===== src/rtl/pdt_pkg.sv =====
package pdt_pkg;

    typedef enum logic [2:0] {
        MODE_RUN,
        MODE_HOLD,
        MODE_CLEAR,
        MODE_PRESET,
        MODE_TEST
    } chain_mode_e;

    typedef struct packed {
        chain_mode_e mode;
        logic        skip;
    } chain_ctl_t;

    // Priority: test configuration, clear, preset, hold, run
    function automatic chain_ctl_t decode_ctl(
        input logic hold,
        input logic preset,
        input logic clear,
        input logic skip
    );
        chain_ctl_t c;
        c.skip = skip;
        if (skip && preset && clear) c.mode = MODE_TEST;
        else if (clear)              c.mode = MODE_CLEAR;
        else if (preset)             c.mode = MODE_PRESET;
        else if (hold)               c.mode = MODE_HOLD;
        else                         c.mode = MODE_RUN;
        return c;
    endfunction

endpackage


===== src/rtl/pdt_ctl.sv =====
module pdt_ctl
    import pdt_pkg::*;
(
    input  logic       osc_hold,
    input  logic       clk_hold,
    input  logic       preset,
    input  logic       clear,
    input  logic       skip_low,
    output chain_ctl_t ctl
);

    logic any_hold;

    assign any_hold = osc_hold | clk_hold;

    always_comb begin
        ctl = decode_ctl(any_hold, preset, clear, skip_low);
    end

endmodule


===== src/rtl/pdt_chain.sv =====
module pdt_chain
    import pdt_pkg::*;
#(
    parameter int SECT  = 8,
    parameter int NSECT = 3
) (
    input  logic                    clk,
    input  logic                    rst,
    input  chain_ctl_t              ctl,
    output logic [SECT*NSECT-1:0]   count_o
);

    localparam int STAGES = SECT * NSECT;

    logic [NSECT-1:0] run_ci;
    logic [NSECT-1:0] sec_full;

    for (genvar g = 0; g < NSECT; g++) begin : g_sect
        logic [SECT-1:0] sec_q;

        assign sec_full[g] = &sec_q;
        assign count_o[g*SECT +: SECT] = sec_q;

        if (g == 0) begin : g_first
            assign run_ci[g] = ~ctl.skip;
        end else if (g == 1) begin : g_second
            assign run_ci[g] = ctl.skip | (run_ci[g-1] & sec_full[g-1]);
        end else begin : g_upper
            assign run_ci[g] = run_ci[g-1] & sec_full[g-1];
        end

        always_ff @(posedge clk) begin
            if (rst) begin
                sec_q <= '0;
            end else begin
                unique case (ctl.mode)
                    MODE_CLEAR:  sec_q <= '0;
                    MODE_PRESET: sec_q <= '1;
                    MODE_TEST:   sec_q <= sec_q + 1'b1;
                    MODE_RUN:    sec_q <= run_ci[g] ? sec_q + 1'b1 : sec_q;
                    default:     sec_q <= sec_q;
                endcase
            end
        end


        test_sect_step_chk: assert property (@(posedge clk) disable iff (rst)
            (ctl.mode == MODE_TEST) |=>
                (count_o[g*SECT +: SECT] == $past(count_o[g*SECT +: SECT]) + SECT'(1)));
    end


    clear_zero_chk: assert property (@(posedge clk) disable iff (rst)
        (ctl.mode == MODE_CLEAR) |=> (count_o == '0));


    preset_ones_chk: assert property (@(posedge clk) disable iff (rst)
        (ctl.mode == MODE_PRESET) |=> (count_o == '1));


    hold_frozen_chk: assert property (@(posedge clk) disable iff (rst)
        (ctl.mode == MODE_HOLD) |=> $stable(count_o));


    bypass_low_hold_chk: assert property (@(posedge clk) disable iff (rst)
        (ctl.mode == MODE_RUN && ctl.skip) |=> $stable(count_o[SECT-1:0]));


    run_step_chk: assert property (@(posedge clk) disable iff (rst)
        (ctl.mode == MODE_RUN && !ctl.skip) |=>
            (count_o == $past(count_o) + STAGES'(1)));

endmodule


===== src/rtl/pdt_tap.sv =====
module pdt_tap #(
    parameter int STAGES = 24,
    parameter int SECT   = 8,
    parameter int SEL_W  = 4
) (
    input  logic              clk,
    input  logic              rst,
    input  logic [STAGES-1:0] count_i,
    input  logic [SEL_W-1:0]  sel,
    input  logic              pulse_mode,
    output logic              tap_o
);

    localparam int IDX_W = $clog2(STAGES);
    localparam logic [IDX_W-1:0] IDX_BASE = IDX_W'(SECT);
    localparam logic [IDX_W-1:0] IDX_TOP  = IDX_W'(STAGES - 1);

    logic [IDX_W-1:0] idx_raw;
    logic [IDX_W-1:0] idx;
    logic             tap_bit;
    logic             tap_prev;

    assign idx_raw = IDX_BASE + IDX_W'(sel);
    assign idx     = (idx_raw > IDX_TOP) ? IDX_TOP : idx_raw;
    assign tap_bit = count_i[idx];

    always_ff @(posedge clk) begin
        if (rst) tap_prev <= 1'b0;
        else     tap_prev <= tap_bit;
    end

    assign tap_o = pulse_mode ? (tap_bit & ~tap_prev) : tap_bit;


    pulse_single_chk: assert property (@(posedge clk) disable iff (rst)
        (pulse_mode && tap_o) |=> !(pulse_mode && tap_o));


    pulse_needs_rise_chk: assert property (@(posedge clk) disable iff (rst)
        (pulse_mode && tap_o) |-> tap_bit);

endmodule


===== src/rtl/pow2_divider_timer.sv =====
module pow2_divider_timer
    import pdt_pkg::*;
#(
    parameter int SECT  = 8,
    parameter int NSECT = 3,
    localparam int STAGES = SECT * NSECT,
    localparam int SEL_W  = $clog2((NSECT - 1) * SECT)
) (
    input  logic              clk,
    input  logic              rst,
    input  logic              osc_hold,
    input  logic              clk_hold,
    input  logic              preset,
    input  logic              clear,
    input  logic              skip_low,
    input  logic [SEL_W-1:0]  tap_sel,
    input  logic              pulse_mode,
    output logic              tap_out,
    output logic [STAGES-1:0] count_o
);

    chain_ctl_t ctl;

    pdt_ctl u_ctl (
        .osc_hold (osc_hold),
        .clk_hold (clk_hold),
        .preset   (preset),
        .clear    (clear),
        .skip_low (skip_low),
        .ctl      (ctl)
    );

    pdt_chain #(
        .SECT  (SECT),
        .NSECT (NSECT)
    ) u_chain (
        .clk     (clk),
        .rst     (rst),
        .ctl     (ctl),
        .count_o (count_o)
    );

    pdt_tap #(
        .STAGES (STAGES),
        .SECT   (SECT),
        .SEL_W  (SEL_W)
    ) u_tap (
        .clk        (clk),
        .rst        (rst),
        .count_i    (count_o),
        .sel        (tap_sel),
        .pulse_mode (pulse_mode),
        .tap_o      (tap_out)
    );


    clear_wins_chk: assert property (@(posedge clk) disable iff (rst)
        (clear && !(skip_low && preset)) |=> (count_o == '0));


    reset_idle_chk: assert property (@(posedge clk)
        rst |=> (count_o == '0));

endmodule


===== config.mk =====
export PLATFORM = sky130hd
export DESIGN_NAME = pow2_divider_timer
export DESIGN_NICKNAME = d
export VERILOG_FILES = /design/src/rtl/pdt_pkg.sv /design/src/rtl/pdt_ctl.sv /design/src/rtl/pdt_chain.sv /design/src/rtl/pdt_tap.sv /design/src/rtl/pow2_divider_timer.sv
export SDC_FILE = /design/constraint.sdc
export NUM_CORES = 1
export LEC_CHECK = 0
export BUFFER_PORTS_ARGS = -buffer_cell sky130_fd_sc_hd__buf_2
export CAP_MARGIN = 0
export CORE_MARGIN = 2
export CORE_UTILIZATION = 48
export CTS_CLUSTER_SIZE = 28
export DETAILED_ROUTE_END_ITERATION = 10
export PLACE_DENSITY_LB_ADDON = 0.08
export SLEW_MARGIN = 10
export SYNTH_ARGS = -nofsm -noshare
export SYNTH_HDL_FRONTEND = slang
export SYNTH_HIERARCHICAL = 1
export SYNTH_SLANG_ARGS = --single-unit

===== constraint.sdc =====
create_clock -name clk -period 1.6 [get_ports clk]
set_input_delay 0.32 -clock clk [delete_from_list [all_inputs] [get_ports clk]]
set_output_delay 0.32 -clock clk [all_outputs]
set_load 0.02 [all_outputs]

* Word-level counts from Yosys, hierarchy flattened *
Cells that the tools add are included.

word-level totals
  bits in registers = 25

cells by class
  equal/unequal tests = 6
  magnitude comparators = 2
  reductions and logical operators = 9
  muxes and demuxes = 14
  add/subtract/negate cells = 4
  bitwise gates (word level) = 7

operators with widths
  kind                   number
  $pmux W8 S4            3
  $add A8 B1 Y8 const B  3
  $mux W8                3
  $reduce_and A8 Y1      2
  $mux W3                3
  $eq A3 B2 Y1 const B   2
  $lt A5 B6 Y1 const B   1
  $reduce_and A2 Y1      3
  $add A4 B4 Y5 const A  1
  $bmux W1 S5            1
  $gt A5 B5 Y1 const B   1
  $mux W5                1
  $ne A2 B1 Y1 const B   2
  $reduce_bool A4 Y1     1
  $and A1 B1 Y1          3
  $eq A3 B3 Y1 const B   1
  $logic_not A3 Y1       1
  $mux W1                3
  $logic_and A1 B1 Y1    2
  $ne A2 B2 Y1 const B   1
  $not A1 Y1             2
  $or A1 B1 Y1           2

* Logic depth before layout (Yosys ltp) *
Gate-level depths: netlist of run 1.

  depth after elaboration = 8
  depth in mapped cells = 10
  mapped depth without buffers = 7

* By module *
The synthesis of run 1 kept the hierarchy.

modules (own cells, without submodules)
  module     sequential area each (um^2)  cells each  times used  area each (um^2)
  pdt_chain  480.5                        180         1           1396.3
  pdt_tap    20.0                         22          1           203.9
  pdt_ctl    0.0                          6           1           37.5

* Worst setup path before layout of run 1 *
Ideal clock, no wire load.

  kind = register -> register
  start = reg u_chain.g_sect[0].sec_q[0]
  end = reg u_chain.g_sect[2].sec_q[2]
  setup slack = -0.224 ns
  arrival time = 1.738 ns
  stages on the path, launching flop included = 9
  data required time = 1.514 ns
  cells stage by stage = dfxtp_1 ha_1 nand3_2 o21ai_2 and3_1 buf_4 nand2b_1 buf_6 a221oi_2

between the ends
  cells in the longest elaborated chain, start to end = 6

ends and longest elaborated chain
  element                             RTL line         text
  start: declaration                  pdt_chain.sv:19  logic [SECT-1:0] sec_q;
  start signal: assignment            pdt_chain.sv:39  MODE_TEST: sec_q <= sec_q + 1'b1;
  start signal: assignment            pdt_chain.sv:40  MODE_RUN: sec_q <= run_ci[g] ? sec_q + 1'b1 : sec_q;
  start signal: assignment            pdt_chain.sv:41  default: sec_q <= sec_q;
  $reduce_and A8 Y1                   pdt_chain.sv:21  assign sec_full[g] = &sec_q;
  $and A1 B1 Y1                       pdt_chain.sv:27  assign run_ci[g] = ctl.skip | (run_ci[g-1] & sec_full[g-1]);
  $or A1 B1 Y1                        pdt_chain.sv:27
  $and A1 B1 Y1                       pdt_chain.sv:29  assign run_ci[g] = run_ci[g-1] & sec_full[g-1];
  $ne A2 B1 Y1 (no source line)       --
  $reduce_and A2 Y1 (no source line)  --
  end signal: assignment              pdt_chain.sv:39
  end signal: assignment              pdt_chain.sv:40
  end signal: assignment              pdt_chain.sv:41
  end: declaration                    pdt_chain.sv:19

Every way passes these cells.
A chain may end at the register's enable or synchronous reset.

* Worst setup path after layout of run 1 *
  start = reg u_chain.g_sect[1].sec_q[0]
  end = out tap_out

between the ends
  cells in the longest elaborated chain, start to end = 4

ends and longest elaborated chain
  element                          RTL line                  text
  start: declaration               pdt_chain.sv:19
  start signal: assignment         pdt_chain.sv:39
  start signal: assignment         pdt_chain.sv:40
  start signal: assignment         pdt_chain.sv:41
  $bmux W1 S5 *                    pdt_tap.sv:25             assign tap_bit = count_i[idx];
  $mux W1 (not written as such) *  pdt_tap.sv:25
  $and A1 B1 Y1                    pdt_tap.sv:32             assign tap_o = pulse_mode ? (tap_bit & ~tap_prev) : tap_bit;
  $mux W1 *                        pdt_tap.sv:32
  end: declaration                 pow2_divider_timer.sv:18  output logic tap_out,

Mark *: on every way between the ends. The rest lies on a longest branch, timed or not. The select of a mux whose other input is x is not followed.

==> results of run 1 <==
## kinds of logic after synthesis
family / count (synthesis) / share of synthesized area, %
buf+inv: 22 / 6.49
flops: 25 / 30.6
mux: 7 / 6.19
compound gates: 58 / 25.2
simple gates: 87 / 26.0
xor+xnor: 6 / 3.21
fa+ha+maj: 3 / 2.29
## synth_stat cells (3+ instances only)
| master | instances |
|---|---|
| nor2_1 | 22 |
| a221oi_2 | 7 |
| mux2_2 | 5 |
| and2_1 | 3 |
| nand2_1 | 20 |
| ha_1 | 3 |
| and3_1 | 4 |
| clkbuf_1 | 5 |
| o21ai_0 | 18 |
| nand3_1 | 9 |
| a21oi_1 | 15 |
| nand2b_1 | 4 |
| xnor2_1 | 5 |
| o22ai_1 | 4 |
| a211oi_1 | 4 |
| inv_1 | 12 |
| dfxtp_1 | 25 |
| nor3_1 | 11 |
## cell type report
class	count	area [um2]	share of cell area, %
Timing Repair Buffer	70	450	20.0
Inverter	12	45.0	2.00
Tap cell	46	57.6	2.56
Sequential cell	25	520	23.1
Clock buffer	3	22.5	1.00
Multi-Input combinational cell	161	1140	50.9
Clock inverter	1	7.51	0.334
## registers in the layout, indices dropped and copies added (netlist names)
name,count
u_chain/g_sect.sec_q,24
u_tap/tap_prev,1
## worst max-delay path: stages, from the launching register on
cell and delay [ns]:
dfxtp_4 0.37, mux4_2 0.47, o22ai_2 0.19, o22ai_1 0.08, buf_2 0.16
## per-layer routing
metal | vias to the layer above | track usage, % | share of wire, %
met5 | - | 0 | 0
met4 | 0 | 6.67 | 0.42
met3 | 2 | 2.34 | 4.1
met2 | 57 | 45.7 | 54
met1 | 880 | 28.5 | 41
li1 | 878 | - | -
## cell usage in the layout, fill, tap and decap left out, types with 2 or more instances in the layout
cell type / netlist / routed
and3_1: 4 / 3
buf_2: 1 / 36
ha_4: 0 / 2
buf_4: 2 / 30
nor2b_1: 2 / 2
nor3_1: 11 / 9
a211oi_1: 4 / 4
nand2b_1: 4 / 3
xnor2_1: 5 / 5
and3_4: 1 / 2
a21oi_1: 15 / 13
nand4_1: 2 / 2
clkbuf_4: 0 / 3
dfxtp_4: 0 / 4
dfxtp_2: 0 / 4
inv_1: 12 / 12
nand2_1: 20 / 18
nor2_2: 2 / 2
nor2_1: 22 / 21
dfxtp_1: 25 / 17
o22ai_2: 1 / 2
buf_6: 2 / 4
and2_1: 3 / 3
a21oi_2: 0 / 2
nand2_2: 0 / 2
o22ai_1: 4 / 3
o21ai_0: 18 / 15
mux4_2: 2 / 2
o21ai_1: 1 / 4
a221oi_2: 7 / 9
nand3_1: 9 / 9
mux2_2: 5 / 4
## final timing paths
check | from | endpoint | slack [ns] | depth (start not counted)
max | u_chain/g_sect[1].sec_q[0] | tap_out | -0.32 | 4
min | tap_sel[3] | u_tap/tap_prev | 0.33 | 4
min reg2reg | u_chain/g_sect[1].sec_q[7] | u_chain/g_sect[1].sec_q[7] | 0.53 | 2
max reg2reg | u_chain/g_sect[1].sec_q[0] | u_chain/g_sect[2].sec_q[1] | -0.11 | 8
## what timing repair did
action / in CTS / in global routing
pin swaps: 1 / 12
gates resized for setup: 8 / 21
setup endpoints to repair: 10 / 15
buffers inserted: 2 / 6
gates cloned: 0 / 0
## power by group through the flow
stage / sequential [mW] / clock, mW / combinational [mW]
2_1_floorplan: 0.834 / 0 / 0.304
3_3_place_gp: 0.757 / 0 / 0.560
3_5_place_dp: 0.763 / 0 / 0.577
4_1_cts: 0.743 / 0.314 / 0.601
5_1_grt: 0.756 / 0.333 / 0.710
6_report: 0.745 / 0.299 / 0.654
## metrics by stage
stage / std cells / hold WS (ns) / setup TNS, ns / power [mW]
finish: 318 / 0.334 / -1.08 / 1.70
global route: 318 / 0.339 / -1.93 / 1.80
CTS: 313 / 0.318 / -0.978 / 1.66
detailed placement: 307 / 0.500 / -4.47 / 1.34
global placement: 307 / 0.498 / -2.68 / 1.32
floorplan: 208 / 0.386 / -0.0581 / 1.14
==> impl_results.md, run 1 <==
* Finished Cell Area at between 2000 and 2500 um2
* Initial Util at roughly half
* Post-synth top flop: dfxtp_1
* Share of cells above drive strength 1 at 43.8%
* Routed Antenna Nets at 0
* Part of the power in registers at a little over two fifths
* Via density at roughly 5.7
* Row cnt at 21
* # DRC at 0
* Hold-fix buffers at CTS at 0
* Final worst setup slack at -0.320 ns
* Fmax at around 0.52 GHz
* Largest net degree at the start of global routing at 21
* Pre-CTS WS at -0.251 ns
* H-Tree Depth at 1
* Final setup viols at 9
* Combinational group share of total power at between 30% and 40%
* Placed Instance Area at slightly above 2000 um2
* Final core occ at 67.9%
* Worst-margin pin slew at approximately 0.44 ns
* Layout Nets at roughly 290
* Antenna fix cells at 0
* First-pass GRT wire length at 7840 um
* # fillers at a little under 300
* Final period utilization at 120%
* Die height at 62.4 um
* Arr. time, crit path at between 1.5 and 2 ns
* Crit path required time at roughly 1.3 ns
* Buffers on Ports at 36
* RSZ-0062 raised after global routing: yes
* CTS tree: done
* Synth cell types at just over 40
* Layout area overhead at 37.3%
* Syn_nets at 223
* Final hold violations at 0
* Cell Pwr Density at ~760 nW/um2
* Slew margin rel. at just over 70%
* Share of power burned in the clock network at between 15 and 20%
* Leading area contributor after synthesis: dfxtp_1
* Grt ovf at 0
* GRT Total Usage at about 24%
* P_int at around 1.1 mW
* Switching pwr at between 0.6 and 0.7 mW
* Cells after synthesis at ~210
* Core area at between 3000 and 4000 um2
* Crit. End Element: output pin
* Post-synthesis cell area at approximately 1600 um2
* Crit-path max FO at 2
* Vias in the first global route at 1793
* Clock Sinks at 25
* RePlAce Congestion at roughly 0.9
* DRT Pass-1 Iters at 4
* DR iter-0 viols at 97
* Worst skew pair latency at 0.32 ns
* Clock Pin Slew Worst Setup and Hold Paths at 0.15 ns
* Antenna violations before repair at 0
* EDFF count, synth at 0
* WL final at between 4000 and 5000 um
* Async SR Flop Fraction at 0%
* Clock Tree Root: clkbuf_4
* Failing checks: setup timing
* Final min period at approximately 1.9 ns
* Clk buf depth at 2
* Critical path launch point type: flop
* Switch share at approximately 37%
* Synth warn at 6
* Hold WC Path Type: in -> reg
* Setup CP Type: reg -> out
* Via count at 1817
* Flops & latches, synth at 25
* VDD IR max at between 0.2 and 0.3 mV
* Drt wl/cell at about 15 um
* Clock Skews at between 0.002 and 0.0025 ns
* Largest cells by area after synthesis: dfxtp_1 (31%), a221oi_2 (6.4%), o21ai_0 (5.5%)
* Leakage power at 0.938 nW
* Synth top area share at a little under a third
* Ports at 37
* Status: complete, but fails checks
* Die X at 62.4 um
* Avg Cell Area, Syn at between 7 and 8 um2
* Final slew viol count at 0
* Num CTS Buffers at 3
* Max_cap viols at 0
* Sequential area share after synthesis at a little under a third
* DIE AREA at ~3900 um2
* Hpwl dp at roughly 3400 um
Note: power is estimated with default switching activity, not from simulation.
==> inputs of run 2 (changes only) <==
- BUFFER_PORTS_ARGS: -buffer_cell sky130_fd_sc_hd__buf_2 -> not set
- CORE_UTILIZATION: 48 -> 56
- DONT_BUFFER_PORTS: not set -> 1
- SKIP_CTS_REPAIR_TIMING: not set -> 1
==> impl_results.md, run 2 (synthesis results as in run 1) <==
* H-Tree Depth at 1 (unchanged)
* Worst-margin pin slew at 0.352 ns (was 0.445 ns)
* Setup CP Type: reg -> out (unchanged)
* Most frequent cells in the layout: buf_4 (46), nor2_1 (22), nand2_1 (18) (was buf_2 (36), buf_4 (30), nor2_1 (21))
* Placed Instance Area at 1970 um2 (was 2060 um2)
* Drt wl/cell at 15.5 um (was 14.9 um)
* DRT Pass-1 Iters at 4 (unchanged)
* Via count at 1658 (was 1817)
* RePlAce Congestion at 0.916 (was 0.914)
* Final period utilization at 119% (was 120%)
* Core area at 2760 um2 (was 3310 um2)
* Via density at 5.94 (was 5.71)
* Share of cells above drive strength 1 at 36.3% (was 43.8%)
* Grt ovf at 0 (unchanged)
* Arr. time, crit path at 1.58 ns (was 1.60 ns)
* Die height at 58.1 um (was 62.4 um)
* Crit. End Element: output pin (unchanged)
* # DRC at 0 (unchanged)
* Row cnt at 19 (was 21)
* Critical path origin: u_chain/g_sect[1].sec_q[0] (unchanged)
* Cell Pwr Density at 773 nW/um2 (was 756 nW/um2)
* Clock Tree Root: clkbuf_4 (unchanged)
* Max_cap viols at 0 (unchanged)
* Pre-CTS WS at -0.109 ns (was -0.251 ns)
* Biggest register: u_chain/g_sect.sec_q (unchanged)
* RSZ-0062 raised after global routing: yes (unchanged)
* R2r startpoint: u_chain/g_sect[0].sec_q[0] (was u_chain/g_sect[1].sec_q[0])
* Clk buf depth at 2 (unchanged)
* Final core occ at 76.1% (was 67.9%)
* Ports at 37 (unchanged)
* Antenna fix cells at 0 (unchanged)
* CTS tree: done (unchanged)
* Switch share at 35.9% (was 37.2%)
* Final setup viols at 1 (was 9)
* Buffers on Ports at 0 (was 36)
* Switching pwr at 0.583 mW (was 0.632 mW)
* Fmax at 0.525 GHz (was 0.521 GHz)
* Final hold violations at 0 (unchanged)
* Die X at 58.1 um (was 62.4 um)
* Combinational group share of total power at 35.8% (was 38.5%)
* Worst skew pair latency at 0.32 ns (about the same)
* Num CTS Buffers at 3 (unchanged)
* Crit-path max FO at 4 (was 2)
* First-pass GRT wire length at 6580 um (was 7840 um)
* Clock Pin Slew Worst Setup and Hold Paths at 0.14 ns (was 0.15 ns)
* Finished Cell Area at 2100 um2 (was 2250 um2)
* DR iter-0 viols at 123 (was 97)
* Largest regs: u_chain/g_sect.sec_q: 24 flops, u_tap/tap_prev: 1 flops (unchanged)
* Part of the power in registers at 46.2% (was 43.9%)
* Antenna violations before repair at 0 (unchanged)
* WL final at 4320 um (was 4740 um)
* Failing checks: setup timing (unchanged)
* Layout Nets at 264 (was 288)
* Critical path launch point type: flop (unchanged)
* Initial Util at 59.4% (was 49.5%)
* Worst hold start: rst (was tap_sel[3])
* Final worst setup slack at -0.304 ns (was -0.320 ns)
* Layout area overhead at 28.2% (was 37.3%)
* GRT Total Usage at 24.9% (was 24.0%)
* Status: complete, but fails checks (unchanged)
* Vias in the first global route at 1547 (was 1793)
* Routed Antenna Nets at 0 (unchanged)
* VDD IR max at 0.630 mV (was 0.290 mV)
* Clock Sinks at 25 (unchanged)
* Hold WC Path Type: in -> reg (unchanged)
* P_int at 1.04 mW (was 1.07 mW)
* Crit path required time at 1.28 ns (about the same)
* Largest net degree at the start of global routing at 27 (was 21)
* DIE AREA at 3370 um2 (was 3900 um2)
* Max reg flops at 24 (unchanged)
* Final min period at 1.90 ns (was 1.92 ns)
* Leakage power at 0.811 nW (was 0.938 nW)
* Share of power burned in the clock network at 18.0% (was 17.6%)
* # fillers at 223 (was 295)
* Clock Skews at 0.00185 ns (was 0.00217 ns)
* Slew margin rel. at 76.5% (was 70.4%)
* Hpwl dp at 3120 um (was 3440 um)
* Most common cell after layout, fill and taps aside: buf_4 (was buf_2)
* Final slew viol count at 0 (unchanged)
-- run 2: changes by cell type in the layout (fill, tap and decap cells not counted), moves of 2 or more --
cell and delta:
buf_6 -4, buf_4 +16, o21ai_1 -2, o21ai_0 +2, buf_2 -36, a21oi_1 +2
a21oi_2 -2
-- run 2: layout make-up --
cell class	count	area (um2)	area share [%]
Tap cell	31	38.8	1.85
Timing Repair Buffer	46	345	16.4
Multi-Input combinational cell	161	1120	53.5
Clock buffer	3	22.5	1.07
Sequential cell	25	518	24.7
Clock inverter	1	7.51	0.358
Inverter	12	45.0	2.15
-- run 2: worst paths after layout --
path | slack [ns] | cells after the start | endpoint
worst min register to register | 0.54 | 2 | u_chain/g_sect[0].sec_q[4]
worst max-delay path | -0.30 | 4 | tap_out
worst max register to register | 0 | 6 | u_chain/g_sect[2].sec_q[2]
worst min-delay path | 0.04 | 1 | u_chain/g_sect[2].sec_q[4]
-- run 2: power by group through the flow --
stage,registers [mW],logic (mW),clock network (mW)
2_1_floorplan,0.834,0.304,0
3_3_place_gp,0.753,0.536,0
3_5_place_dp,0.757,0.553,0
4_1_cts,0.743,0.555,0.304
5_1_grt,0.759,0.624,0.331
6_report,0.750,0.581,0.292
-- run 2: worst max-delay path, cell delays in order, from the launching register on --
cell	delay, ns
dfxtp_4	0.39
mux4_2	0.46
o22ai_2	0.17
o22ai_1	0.08
buf_4	0.16
-- run 2: stage by stage --
step | hold slack, ns | std cells | TNS, ns | power (mW)
4_1_cts | 0.0320 | 275 | -1.16 | 1.60
6_report | 0.0380 | 279 | -0.304 | 1.62
5_1_grt | 0.0108 | 279 | -0.565 | 1.71
3_3_place_gp | 0.389 | 271 | -0.196 | 1.29
3_5_place_dp | 0.392 | 271 | -1.03 | 1.31
2_1_floorplan | 0.386 | 208 | -0.0581 | 1.14
-- run 2: routing by layer --
| layer | vias to the layer above | GRT usage [%] | routed length [um] |
|---|---|---|---|
| li1 | 832 | - | - |
| met1 | 753 | 30.0 | 1760 |
| met2 | 65 | 44.5 | 2190 |
| met3 | 8 | 2.90 | 313 |
| met4 | 0 | 10.3 | 58 |
| met5 | - | 0 | 0 |
==> inputs of run 3 (changes only) <==
- PLACE_DENSITY: not set -> 0.74
- PLACE_DENSITY_LB_ADDON: 0.08 -> not set
==> impl_results.md, run 3 (synthesis results as in run 1) <==
* GRT Total Usage at 27.2% (was 24.9%)
* Buffers on Ports at 0 (unchanged)
* Final min period at 1.91 ns (was 1.90 ns)
* Die height at 58.1 um (unchanged)
* P_int at 1.04 mW (about the same)
* Crit path required time at 1.28 ns (about the same)
* Setup CP Type: reg -> out (unchanged)
* Tot Pwr at 1.64 mW (was 1.62 mW)
* Leakage power at 0.829 nW (was 0.811 nW)
* Worst skew pair latency at 0.33 ns (was 0.32 ns)
* Setup TNS at -0.411 ns (was -0.304 ns)
* Crit-path max FO at 5 (was 4)
* Hpwl dp at 3370 um (was 3120 um)
* Status: complete, but fails checks (unchanged)
* Share of power burned in the clock network at 18.2% (was 18.0%)
* Switching pwr at 0.591 mW (was 0.583 mW)
* Clock Tree Root: clkbuf_4 (unchanged)
* Routed Antenna Nets at 0 (unchanged)
* Antenna fix cells at 0 (unchanged)
* # DRC at 0 (unchanged)
* Reg2Reg Setup Slack at -0.02 ns (was 0 ns)
* Max_cap viols at 0 (unchanged)
* Largest net degree at the start of global routing at 27 (unchanged)
* # fillers at 207 (was 223)
* Worst hold slack at 0.0295 ns (was 0.0380 ns)
* CTS tree: done (unchanged)
* Critical path launch point type: flop (unchanged)
* Hold WC Path Type: in -> reg (unchanged)
* Cell Pwr Density at 784 nW/um2 (was 773 nW/um2)
* DRT Pass-1 Iters at 4 (unchanged)
* Switch share at 36.1% (was 35.9%)
* Clock Sinks at 25 (unchanged)
* Drt wl/cell at 16.3 um (was 15.5 um)
* Grt ovf at 0 (unchanged)
* Slew margin rel. at 75.2% (was 76.5%)
* Clock Skews at 0.00847 ns (was 0.00185 ns)
* Clock Pin Slew Worst Setup and Hold Paths at 0.15 ns (was 0.14 ns)
* Failing checks: setup timing (unchanged)
* Ports at 37 (unchanged)
* Max reg flops at 24 (unchanged)
* Layout area overhead at 27.3% (was 28.2%)
* Num CTS Buffers at 3 (unchanged)
* Crit. End Element: output pin (unchanged)
* Post-Place Cells at 273 (was 271)
* Final hold violations at 0 (unchanged)
* Vias in the first global route at 1690 (was 1547)
* Post-Layout Cell Count at 278 (was 279)
* Pre-CTS WS at -0.0746 ns (was -0.109 ns)
* Fmax at 0.524 GHz (was 0.525 GHz)
* Clk buf depth at 2 (unchanged)
* Arr. time, crit path at 1.59 ns (was 1.58 ns)
* First-pass GRT wire length at 7220 um (was 6580 um)
* VDD IR max at 0.584 mV (was 0.630 mV)
* Via count at 1717 (was 1658)
* DIE AREA at 3370 um2 (unchanged)
* DR iter-0 viols at 106 (was 123)
* Row cnt at 19 (unchanged)
* Worst-margin pin slew at 0.371 ns (was 0.352 ns)
* Final setup viols at 9 (was 1)
* Via density at 6.18 (was 5.94)
* Final period utilization at 119% (about the same)
* Part of the power in registers at 45.5% (was 46.2%)
* Final slew viol count at 0 (unchanged)
* Most frequent cells in the layout: buf_4 (44), nor2_1 (21), nand2_1 (19), dfxtp_1 (19), o21ai_0 (16) (was buf_4 (46), nor2_1 (22), nand2_1 (18))
* Initial Util at 59.4% (unchanged)
* Die X at 58.1 um (unchanged)
* H-Tree Depth at 1 (unchanged)
* Combinational group share of total power at 36.3% (was 35.8%)
* RePlAce Congestion at 0.942 (was 0.916)
* Largest regs: u_chain/g_sect.sec_q: 24 flops, u_tap/tap_prev: 1 flops (unchanged)
* Final worst setup slack at -0.307 ns (was -0.304 ns)
* Layout Nets at 263 (was 264)
* RSZ-0062 raised after global routing: yes (unchanged)
* Share of cells above drive strength 1 at 35.2% (was 36.3%)
* Antenna violations before repair at 0 (unchanged)
* Most common cell after layout, fill and taps aside: buf_4 (unchanged)
* Biggest register: u_chain/g_sect.sec_q (unchanged)
* WL final at 4540 um (was 4320 um)
* Core area at 2760 um2 (unchanged)
run 3: cell count changes in the layout (fill, tap and decap cells not counted), sizes merged:
cell | before | now
clkinvlp | 1 | 0
clkinv | 0 | 1
buf | 46 | 45
run 3: layout make-up:
type                    count  area [um2]  share of cell area, %
multi-input cells         161        1120                   53.7
flip-flops and latches     25         513                   24.6
repair buffers             45         342                   16.4
inverters                  12        45.0                   2.16
well taps                  31        38.8                   1.86
clock buffers               3        22.5                   1.08
clock inverters             1        5.00                  0.240
run 3: critical path, cell delays in order (launching register included):
cell and delay (ns):
dfxtp_2 0.38, mux4_2 0.46, o22ai_2 0.17, o22ai_1 0.09, buf_4 0.16
run 3: layer usage:
layer,routed length [um],up-vias,GRT usage (%)
li1,-,831,-
met1,1730,790,30.7
met2,2380,82,51.9
met3,316,14,3.79
met4,110,0,8.97
met5,0,-,0
run 3: power groups by stage:
stage	Sequential, mW	Clock [mW]	Combinational, mW
finish	0.744	0.297	0.594
global route	0.752	0.335	0.642
CTS	0.741	0.295	0.568
detailed placement	0.755	0	0.565
global placement	0.751	0	0.543
floorplan	0.834	0	0.304
run 3: path summary, 6_finish.rpt:
| kind | start | endpoint | depth (start not counted) |
|---|---|---|---|
| max | u_chain/g_sect[1].sec_q[0] | tap_out | 4 |
| min | rst | u_chain/g_sect[2].sec_q[6] | 1 |
| max reg2reg | u_chain/g_sect[1].sec_q[0] | u_chain/g_sect[2].sec_q[2] | 6 |
| min reg2reg | u_chain/g_sect[0].sec_q[4] | u_chain/g_sect[0].sec_q[4] | 2 |
run 3: through the flow:
| step | instance area [um2] | utilization (%) |
|---|---|---|
| CTS | 2020 | 73.1 |
| global route | 2090 | 75.6 |
| detailed placement | 1990 | 72.1 |
| finish | 2090 | 75.6 |
| floorplan | 1690 | - |
| global placement | 1990 | 72.1 |
